==> src/rtl/smcc_pkg.sv <==
// Package: shared defaults for the coefficient converter.
// Assumes the output field keeps one sign bit above its magnitude.
package smcc_pkg;
    localparam int SMCC_IN_W      = 64;  // source word width, sign included
    localparam int SMCC_FRAC_IN   = 32;  // source fractional bits
    localparam int SMCC_OUT_W     = 15;  // destination width, sign included
    localparam int SMCC_FRAC_OUT  = 12;  // destination fractional bits
    localparam int SMCC_SET_LEN   = 12;  // words per matrix in grouping mode

    // Lowest source bit that survives truncation.
    function automatic int keep_lsb(input int frac_in, input int frac_out);
        return frac_in - frac_out;
    endfunction

    // Lowest source bit whose being set means the value cannot be represented.
    function automatic int ovf_lsb(input int frac_in, input int frac_out, input int out_w);
        return frac_in - frac_out + out_w - 1;
    endfunction
endpackage

==> src/rtl/smcc_field_extract.sv <==
// Module: splits a sign-magnitude word into sign, kept magnitude field and
// an overflow flag. Purely combinational.
// Assumes LSB < MSB < IN_W-1. Bits below LSB are discarded by truncation.
module smcc_field_extract #(
    parameter int IN_W = 64,
    parameter int LSB  = 20,
    parameter int MSB  = 34
) (
    input  logic [IN_W-1:0]     word_i,
    output logic                sign_o,
    output logic [MSB-LSB-1:0]  field_o,
    output logic                ovf_o
);
    logic trunc_unused;

    // Sign, kept field and range test, all taken from the source bits.
    always_comb begin
        sign_o       = word_i[IN_W-1];
        field_o      = word_i[MSB-1:LSB];
        ovf_o        = |word_i[IN_W-2:MSB];
        trunc_unused = |word_i[LSB-1:0];
    end
endmodule

==> src/rtl/smcc_signer.sv <==
// Module: turns a sign flag and an unsigned field into a two's-complement
// value of OUT_W bits. Purely combinational.
// Assumes OUT_W > FW, so the negated field never wraps.
module smcc_signer #(
    parameter int FW    = 14,
    parameter int OUT_W = 15
) (
    input  logic             sign_i,
    input  logic [FW-1:0]    field_i,
    output logic [OUT_W-1:0] coef_o
);
    localparam int PAD = OUT_W - FW;

    logic [OUT_W-1:0] ext;

    // Zero-extend, then invert and add one for negative inputs.
    always_comb begin
        ext    = {{PAD{1'b0}}, field_i};
        coef_o = sign_i ? (~ext + {{(OUT_W-1){1'b0}}, 1'b1}) : ext;
    end
endmodule

==> src/rtl/smcc_burst_track.sv <==
// Module: counts accepted words in sets of SET_LEN while grouping is on,
// and accumulates the per-word error flag across the set.
// Outputs are combinational for the word being accepted now; the top
// registers them with the result. A cycle with grouping off clears state.
module smcc_burst_track #(
    parameter int SET_LEN = 12
) (
    input  logic clk,
    input  logic rst_n,
    input  logic burst_en,
    input  logic accept,
    input  logic elem_err,
    output logic last_o,
    output logic set_err_o
);
    localparam int CW = (SET_LEN > 1) ? $clog2(SET_LEN) : 1;
    localparam logic [CW-1:0] LAST_IDX = CW'(SET_LEN - 1);

    logic [CW-1:0] count;
    logic          acc_err;

    // Flags for the word in flight: is it the set's last, did the set fail.
    always_comb begin
        last_o    = burst_en && accept && (count == LAST_IDX);
        set_err_o = last_o && (acc_err || elem_err);
    end

    // Position counter and error accumulator for the open set.
    always_ff @(posedge clk) begin
        if (!rst_n || !burst_en) begin
            count   <= '0;
            acc_err <= 1'b0;
        end else if (accept) begin
            if (count == LAST_IDX) begin
                count   <= '0;
                acc_err <= 1'b0;
            end else begin
                count   <= count + CW'(1);
                acc_err <= acc_err || elem_err;
            end
        end
    end

    assert_count_range_R7: assert property (@(posedge clk) disable iff (!rst_n)
        count <= LAST_IDX);

    assert_wrap_after_last_R7: assert property (@(posedge clk) disable iff (!rst_n)
        last_o |=> (count == '0));
endmodule

==> src/rtl/smag_coef_conv.sv <==
// Module: top of the sign-magnitude to two's-complement coefficient
// converter. One register stage: a result leaves one cycle after its word
// is accepted. Out-of-range words give a zero coefficient and an error.
// Assumes the consumer always takes results (no output back-pressure).
module smag_coef_conv
    import smcc_pkg::*;
#(
    parameter int IN_W     = SMCC_IN_W,
    parameter int FRAC_IN  = SMCC_FRAC_IN,
    parameter int OUT_W    = SMCC_OUT_W,
    parameter int FRAC_OUT = SMCC_FRAC_OUT,
    parameter int SET_LEN  = SMCC_SET_LEN
) (
    input  logic             clk,
    input  logic             rst_n,
    input  logic             in_valid,
    output logic             in_ready,
    input  logic [IN_W-1:0]  in_word,
    input  logic             burst_en,
    output logic             out_valid,
    output logic [OUT_W-1:0] out_coef,
    output logic             out_err,
    output logic             out_last,
    output logic             out_set_err
);
    localparam int LSB = keep_lsb(FRAC_IN, FRAC_OUT);
    localparam int MSB = ovf_lsb(FRAC_IN, FRAC_OUT, OUT_W);
    localparam int FW  = MSB - LSB;

    logic             accept;
    logic             sign;
    logic [FW-1:0]    field;
    logic             ovf;
    logic [OUT_W-1:0] coef;
    logic             set_last;
    logic             set_err;

    assign accept = in_valid && in_ready;

    smcc_field_extract #(.IN_W(IN_W), .LSB(LSB), .MSB(MSB)) u_extract (
        .word_i  (in_word),
        .sign_o  (sign),
        .field_o (field),
        .ovf_o   (ovf)
    );

    smcc_signer #(.FW(FW), .OUT_W(OUT_W)) u_signer (
        .sign_i  (sign),
        .field_i (field),
        .coef_o  (coef)
    );

    smcc_burst_track #(.SET_LEN(SET_LEN)) u_track (
        .clk       (clk),
        .rst_n     (rst_n),
        .burst_en  (burst_en),
        .accept    (accept),
        .elem_err  (ovf),
        .last_o    (set_last),
        .set_err_o (set_err)
    );

    // Ready is held low during reset and high afterwards.
    always_ff @(posedge clk) begin
        if (!rst_n) in_ready <= 1'b0;
        else        in_ready <= 1'b1;
    end

    // Result stage: capture the converted word, or idle the strobes.
    always_ff @(posedge clk) begin
        if (!rst_n) begin
            out_valid   <= 1'b0;
            out_coef    <= '0;
            out_err     <= 1'b0;
            out_last    <= 1'b0;
            out_set_err <= 1'b0;
        end else begin
            out_valid   <= accept;
            out_last    <= set_last;
            out_set_err <= set_err;
            if (accept) begin
                out_coef <= ovf ? '0 : coef;
                out_err  <= ovf;
            end
        end
    end

    assert_one_cycle_latency_R5: assert property (@(posedge clk) disable iff (!rst_n)
        (in_valid && in_ready) |=> out_valid);

    assert_err_matches_source_R4: assert property (@(posedge clk) disable iff (!rst_n)
        out_valid |-> (out_err == $past(|in_word[IN_W-2:MSB])));

    assert_sign_follows_input_R3: assert property (@(posedge clk) disable iff (!rst_n)
        (out_valid && !out_err && (out_coef != '0)) |-> (out_coef[OUT_W-1] == $past(in_word[IN_W-1])));

    assert_last_with_result_R7: assert property (@(posedge clk) disable iff (!rst_n)
        out_last |-> out_valid);

    assert_no_last_when_off_R7: assert property (@(posedge clk) disable iff (!rst_n)
        !burst_en |=> !out_last);

    assert_set_err_on_last_R8: assert property (@(posedge clk) disable iff (!rst_n)
        out_set_err |-> out_last);
endmodule

==> config.mk <==
export PLATFORM = sky130hd
export DESIGN_NAME = smag_coef_conv
export DESIGN_NICKNAME = d
export VERILOG_FILES = /design/src/rtl/smcc_pkg.sv /design/src/rtl/smcc_field_extract.sv /design/src/rtl/smcc_signer.sv /design/src/rtl/smcc_burst_track.sv /design/src/rtl/smag_coef_conv.sv
export SDC_FILE = /design/constraint.sdc
export NUM_CORES = 1
export LEC_CHECK = 0
export ABC_AREA = 1
export BUFFER_PORTS_ARGS = -buffer_cell sky130_fd_sc_hd__buf_2
export CAP_MARGIN = 20
export CORE_UTILIZATION = 25
export DETAILED_ROUTE_END_ITERATION = 8
export MAX_ROUTING_LAYER = met4
export PLACE_DENSITY_LB_ADDON = 0.25
export SLEW_MARGIN = 10
export SYNTH_ARGS = -nofsm -noshare
export SYNTH_HDL_FRONTEND = slang
export SYNTH_SLANG_ARGS = --single-unit
==> constraint.sdc <==
create_clock -name clk -period 2.4 [get_ports clk]
set_clock_uncertainty 0.05 [all_clocks]
set_input_delay 0.12 -clock clk [delete_from_list [all_inputs] [get_ports clk]]
set_output_delay 0.12 -clock clk [all_outputs]
set_load 0.05 [all_outputs]
==> run metrics, run 1 <==
area delta synth->final 32.6%; Die ar. between 0.005 and 0.006 mm2; Fin. Hold Viols 0; Post-CTS Resized 0; Cell variety after synth 26; pwr/cell area about 440 mW/mm2; H-tree levels 1; share of cells above drive strength 1 28.4%; syn_nets approximately 290; via count 1525; Total Routing Usage GR 13.4%; met3 WL 322 um; gp weighted congestion 0.827; Site Rows 26; Worst Setup Start Kind register; Post-Route WL around 3.6 mm; CTS Buf Count 3; required time of the critical path approximately 2.6 ns; vias in the first global route 1448; worst-path fanout max 21; class of the worst hold path input port to register; antenna violations before repair 0; Setup CP Type register to register; Avg WL per Cell between 10 and 15 um; Die H roughly 76 um; Seq/Total Area, Yosys 36.3%; Synth Cell Area approximately 0.0014 mm2; CTS tree yes; pin count of the biggest net entering global routing 22; dpl ws between 0.6 and 0.7 ns; Vias/cell 4.33; status finished clean; Max-cap violations 0; M1 WL 1.71 mm; Crit path arrival time 1.68 ns; Worst-Margin Slew approximately 0.63 ns; final non-filler cell area ~0.0018 mm2; CP endpoint kind register; # diodes 0; Clock Tree Buf Depth 2; Fmax achieved 658 MHz; Worst slew margin 58.2%; unrepaired setup endpoints after global routing no; drt first pass iters 4; DR DRC count 0; # setup viols final 0; Yosys reg bits 25; DR WL met2 1.51 mm; first-pass GRT wire length roughly 6.3 mm; Routed Antenna Nets 0; Port Buffers 67; setup slack after layout just under 0.9 ns; Placed Area 0.00177 mm2; clock sinks 25; post-synthesis average cell area 6.42 um2; Final nets 353; Post-DP HPWL 2.72 mm; die width 76.3 um; Synthesis Warnings 0; worst skew pair latency 0.27 ns; Top Layer Used met4; Post-Syn Instances 215; CTS root buffer clkbuf_8; core box area 0.00520 mm2; Final min period roughly 1.5 ns; Peak VDD IR 349 uV; Reg clk slew, reported paths 0.09 ns; final worst path period share 63.3%; grt ovf 0; Pins Over Slew Limit 0; setup tns final 0 ns; Pleak 0.000872 uW; starting density of the core 26.5%; I/O pin cnt 88; starting DRC count in detailed routing 34
==> logic make-up after synthesis <==
group | after synthesis | share of synthesized area (%)
and+or+nand+nor | 129 | 40.5
adders and majority gates | 2 | 1.81
DFF | 25 | 36.3
AOI/OAI and AO/OA | 30 | 11.6
xor gates and xnor gates | 2 | 1.27
buffers and inverters | 27 | 8.52
==> cell usage after synthesis <==
cell type	number	area (um2)
nor2_1	31	116
dfxtp_1	25	500
a21oi_1	18	90.1
nand4_1	3	18.8
buf_2	1	5.00
nor3_1	1	5.00
nor2_2	1	6.26
xor2_1	2	17.5
buf_6	2	22.5
clkbuf_1	2	7.51
nand3_1	20	100
or2_2	2	12.5
a31oi_1	1	6.26
nor3_4	1	16.3
ha_1	2	25.0
a21oi_2	1	8.76
or2_1	1	6.26
nand2_2	1	6.26
o21ai_0	8	40.0
a21o_1	1	7.51
a21boi_0	1	7.51
inv_1	21	78.8
buf_1	1	3.75
nand3_2	2	20.0
nand2_1	65	244
nor3b_1	1	7.51
==> cells in the final DEF, fill, tap and decap left out <==
cell type,netlist,layout
nand2_1,65,65
nand2_2,1,1
nor3_1,1,1
nand3_2,2,2
clkbuf_8,0,3
a21boi_0,1,1
dfxtp_1,25,25
nor3_4,1,1
nand3_1,20,20
nor2_1,31,31
a21oi_2,1,1
or2_1,1,1
nor2_2,1,1
dlygate4sd3_1,0,1
a21o_1,1,1
buf_2,1,67
o21ai_0,8,8
buf_4,0,1
or2_2,2,2
a31oi_1,1,1
xor2_1,2,2
nor3b_1,1,1
clkinvlp_4,0,1
a21oi_1,18,18
ha_1,2,2
nand4_1,3,3
inv_1,21,21
==> critical path, stage by stage, from the launching register on <==
cell and delay, ns:
dfxtp_1 0.32, nand2_1 0.12, buf_4 0.28, inv_1 0.17
a31oi_1 0.28, o21ai_0 0.12, a21oi_1 0.12
==> where the power goes <==
part           switching [uW]  leakage, uW  total [uW]  internal (uW)
Sequential               1.85     0.000202         420            418
Combinational            80.5     0.000648         135           54.8
Clock                     139    0.0000217         257            118
==> final timing paths <==
| check | startpoint | end | slack [ns] | depth (start not counted) |
|---|---|---|---|---|
| setup / recovery | in_ready | u_track.acc_err | 0.88 | 6 |
| hold / removal | in_word[20] | out_coef[0] | 0.06 | 3 |
| setup reg to reg | in_ready | u_track.acc_err | 0.88 | 6 |
| hold reg to reg | out_coef[0] | out_coef[0] | 0.42 | 2 |
==> through the flow <==
step / hold slack, ns / instances / power (uW) / util (%)
finish: 0.0561 / 352 / 813 / 35.2
global route: 0.0756 / 352 / 863 / 35.2
CTS: 0.0531 / 352 / 826 / 35.2
detailed placement: 0.225 / 347 / 565 / 34.0
global placement: 0.218 / 347 / 563 / 34.0
floorplan: 0.0977 / 215 / 506 / -
==> sequential cells by signal (all words and copies together) (netlist names) <==
register	flops
in_ready	1
out_set_err	1
out_coef	15
out_last	1
u_track.count	4
out_err	1
out_valid	1
u_track.acc_err	1
==> repair_timing <==
item	in CTS	in global routing
hold buffers	1	0
hold endpoints to repair	1	0
buffers inserted	0	0
==> layer usage <==
layer / track usage, % / up-vias
met2: 22.5 / 63
met1: 15.6 / 639
li1: - / 819
met5: - / -
met4: 2.88 / 0
met3: 4.31 / 4
==> cell type report <==
| type | instances | area (um2) |
|---|---|---|
| Clock inverter | 1 | 7.51 |
| Fill cell | 607 | 3370 |
| Sequential cell | 25 | 500 |
| Multi-Input combinational cell | 163 | 762 |
| Clock buffer | 3 | 41.3 |
| Tap cell | 70 | 87.6 |
| Timing Repair Buffer | 69 | 353 |
| Inverter | 21 | 78.8 |
(Power assumes the default switching activity.)
==> run 2, diff against run 1 <==
clock period = 1.49 ns   (was 2.4 ns; I/O delays follow)
==> run metrics, run 2 (same netlist as run 1, synthesis figures left out) <==
status finished clean; DR WL met2 about 1.5 mm; I/O pin cnt 88; starting DRC count in detailed routing 35; via count 1514; Final min period ~1.3 ns; Worst-Margin Slew 0.556 ns; Final nets 359; Cell Chain, Critical Path ha_1 > inv_1 > nor2_1 > nand2_1 > nor3_1 > a21boi_0; max FFs per register 15; Max-cap violations 0; Max stage delay on crit path between 0.3 and 0.4 ns; final worst path period share 90.0%; antenna violations before repair 0; class of the worst hold path input port to register; unrepaired setup endpoints after global routing no; Routed Antenna Nets 0; Die ar. 0.00582 mm2; Avg WL per Cell 9.81 um; Pins Over Slew Limit 0; drt first pass iters 4; Fmax achieved roughly 750 MHz; CP endpoint kind register; die width 76.3 um; Cell Int Power 960 uW; Reg clk slew, reported paths roughly 0.090 ns; gp weighted congestion 0.877; grt ovf 0; vias in the first global route 1360; Port Buffers 67; # diodes 0; Biggest register out_coef; Site Rows 26; Post-CTS Resized 0; biggest regs out_coef (15), u_track.count (4); first-pass GRT wire length 5.99 mm; required time of the critical path 1.63 ns; total power 1310 uW; # setup viols final 0; Clock Tree Buf Depth 2; Worst slew margin between 60% and 70%; r2r setup slk approximately 0.15 ns; Fin. Hold Viols 0; power share of the sequential group 51.6%; most frequent cells in the layout buf_2, nand2_1, nor2_1; clock power share 31.2%; Setup CP Type register to register; clock sinks 25; setup tns final 0 ns; combinational share of power 17.2%; Psw approximately 350 uW; share of cells above drive strength 1 30.2%; Top Layer Used met4; layout filler cell count 584; CTS Buf Count 3; area delta synth->final 36.9%; Crit path arrival time roughly 1.5 ns; starting density of the core roughly a quarter; Peak VDD IR 368 uV; Post-DP HPWL 2.83 mm; core box area 0.00520 mm2; M1 WL 1.72 mm; Pleak 0.000905 uW; CTS tree yes; Post-Route WL 3.51 mm; H-tree levels 1; Vias/cell about 4.2; pwr/cell area 695 mW/mm2; worst skew pair latency 0.26 ns; pin count of the biggest net entering global routing 17; Sw Share 26.9%; met3 WL between 200 and 250 um; CP max stage cell dfxtp_1; CTS root buffer clkbuf_8; commonest non-fill, non-tap cell in the layout buf_2; Worst Setup Start Kind register; Total Routing Usage GR 12.7%; Die H around 76 um; worst-path fanout max 3; DR DRC count 0
[run 2: cell count changes in the layout (fill, tap and decap cells not counted)]
cell,previous run,this run
buf_12,0,1
buf_4,1,6
dfxtp_1,25,24
dfxtp_2,0,1
[run 2: per-stage QoR]
stage               area [um2]  std cells  hold slack (ns)  setup slack (ns)  utilization, %
floorplan                 1380        215           0.0522             0.106               -
global placement          1830        353            0.171             0.110            35.2
detailed placement        1830        353            0.175             0.103            35.2
CTS                       1890        358           0.0129             0.164            36.3
global route              1890        358           0.0255            0.0518            36.3
finish                    1890        358           0.0177             0.149            36.3
[run 2: path summary, 6_finish.rpt]
check	to	depth (start not counted)	start
hold reg to reg	out_coef[14]	2	out_coef[14]
setup / recovery	out_set_err	6	u_track.count[1]
setup reg to reg	out_set_err	6	u_track.count[1]
hold / removal	out_coef[0]	3	in_word[20]
[run 2: routing by layer]
metal / track usage, % / up-vias
met5: - / -
met4: 2.88 / 0
met3: 2.40 / 2
met2: 20.5 / 52
met1: 16.3 / 627
li1: - / 833
[run 2: repair_timing]
| item | CTS | global route |
|---|---|---|
| endpoints found under the hold margin | 1 | 0 |
| setup buffers | 0 | 0 |
| hold buffers | 1 | 0 |
[run 2: power groups by stage]
stage | registers [uW] | logic (uW) | clock network, uW
final | 677 | 226 | 410
after global routing | 678 | 257 | 458
after CTS | 678 | 229 | 433
after detailed placement | 693 | 226 | 0
after global placement | 693 | 226 | 0
after floorplan | 708 | 108 | 0
[run 2: area by class of cell]
class | instances | area (um2) | area share (%)
multi-input cells | 163 | 762 | 40.3
flip-flops and latches | 25 | 502 | 26.6
repair buffers | 75 | 410 | 21.7
well taps | 70 | 87.6 | 4.64
inverters | 21 | 78.8 | 4.17
clock buffers | 3 | 41.3 | 2.19
clock inverters | 1 | 7.51 | 0.397
[run 2: critical path, delay by kind of cell (launching register included)]
family          cells  cell delay, ns
fa+ha+maj           1            0.16
buf+inv             1            0.05
compound gates      1            0.20
simple gates        3            0.44
flops               1            0.37
==> run 3, diff against run 2 <==
CAP_MARGIN = default   (was 20)
REMOVE_ABC_BUFFERS = 1   (was default)
==> run metrics, run 3 (same netlist as run 1, synthesis figures left out) <==
drt first pass iters 4; Final min period roughly 1.3 ns; Worst Setup Start Kind register; Die ar. between 0.005 and 0.006 mm2; Worst slew margin 63.5%; fin cells roughly 360; starting density of the core 26.5%; via count between 1500 and 2000; GRT met2 Usage 22.3%; Max-cap violations 0; # diodes 0; core box area 0.00520 mm2; Peak VDD IR 306 uV; die width 76.3 um; # setup viols final 0; H-tree levels 1; pwr/cell area 705 mW/mm2; final worst path period share 85.6%; Placed Cells 352; CP endpoint kind register; gp weighted congestion 0.792; met1 GRT Util between 10% and 20%; r2r setup slk 0.21 ns; met3 usage in global routing 2.04%; Post-Route WL 3.57 mm; Worst-Margin Slew ~0.55 ns; Crit path arrival time roughly 1.4 ns; Fin. Hold Viols 0; max FFs per register 15; worst-path fanout max 15; CTS root buffer clkbuf_8; share of cells above drive strength 1 29.6%; antenna violations before repair 0; Pleak 0.000900 uW; vias in the first global route 1425; DR DRC count 0; Pins Over Slew Limit 0; most frequent cells in the layout buf_2, nand2_1, nor2_1; Setup CP Type register to register; clock sinks 25; worst skew pair latency 0.27 ns; final non-filler cell area 0.00188 mm2; Die H 76.3 um; class of the worst hold path input port to register; Placed Area 0.00182 mm2; Clock Tree Buf Depth 2; Total Routing Usage GR 13.2%; Site Rows 26; Post-DP HPWL roughly 2.8 mm; Fmax achieved 784 MHz; starting DRC count in detailed routing 36; Reg clk slew, reported paths 0.10 ns; CTS Buf Count 3; Post-CTS Resized 0; Final nets about 360; status finished clean; grt ovf 0; layout filler cell count 590; unrepaired setup endpoints after global routing no; GR peak layer met2; Port Buffers 67; Vias/cell 4.25; CTS tree yes; Biggest register out_coef; commonest non-fill, non-tap cell in the layout buf_2; area delta synth->final 36.3%; first-pass GRT wire length 6.15 mm; pin count of the biggest net entering global routing 17; Routed Antenna Nets 0; biggest regs out_coef (15), u_track.count (4); Avg WL per Cell 10.0 um; I/O pin cnt 88; required time of the critical path 1.64 ns
-- run 3: path summary, 6_finish.rpt --
path                                    from      endpoint  cells after the start
worst max-delay path                in_ready   out_coef[8]                      5
worst min-delay path             in_word[20]   out_coef[0]                      3
worst max register to register      in_ready   out_coef[8]                      5
worst min register to register  out_coef[11]  out_coef[11]                      2
-- run 3: worst max-delay path, stage by stage, from the launching register on --
cell	delay, ns
dfxtp_1	0.34
nand2_1	0.17
nor3_4	0.27
buf_12	0.17
nand3_1	0.07
a21oi_1	0.12
-- run 3: layout make-up --
cell class	count	area, um2	share of cell area (%)
multi-input combinational	163	762	40.5
sequential	25	500	26.6
timing repair buffer	74	403	21.4
tap	70	87.6	4.66
inverter	21	78.8	4.19
clock buffer	3	41.3	2.20
clock inverter	1	7.51	0.399
-- run 3: through the flow --
| stage | TNS [ns] | hold WS [ns] | power, uW | setup WS (ns) | util [%] |
|---|---|---|---|---|---|
| finish | 0 | 0.0164 | 1320 | 0.215 | 36.1 |
| global route | 0 | 0.0236 | 1400 | 0.0347 | 36.1 |
| CTS | 0 | 0.0145 | 1350 | 0.183 | 36.1 |
| detailed placement | 0 | 0.171 | 917 | 0.0963 | 35.0 |
| global placement | 0 | 0.166 | 915 | 0.121 | 35.0 |
| floorplan | -8.12 | 0.0522 | 805 | -0.470 | - |
-- run 3: timing repair --
action                     4_1_cts  5_1_grt
hold endpoints to repair         1        0
setup endpoints to repair        0        0
setup buffers                    0        0
hold buffers                     1        0
-- run 3: where the power goes --
| part | switching, uW | leakage, uW | internal (uW) |
|---|---|---|---|
| Sequential | 2.77 | 0.000202 | 674 |
| Clock | 233 | 0.0000217 | 190 |
| Combinational | 130 | 0.000676 | 95.4 |
-- run 3: routing by layer --
| layer | vias up | share of wire [%] |
|---|---|---|
| li1 | 829 | - |
| met1 | 640 | 49 |
| met2 | 48 | 44 |
| met3 | 2 | 6.4 |
| met4 | 0 | 0.64 |
| met5 | - | 0 |
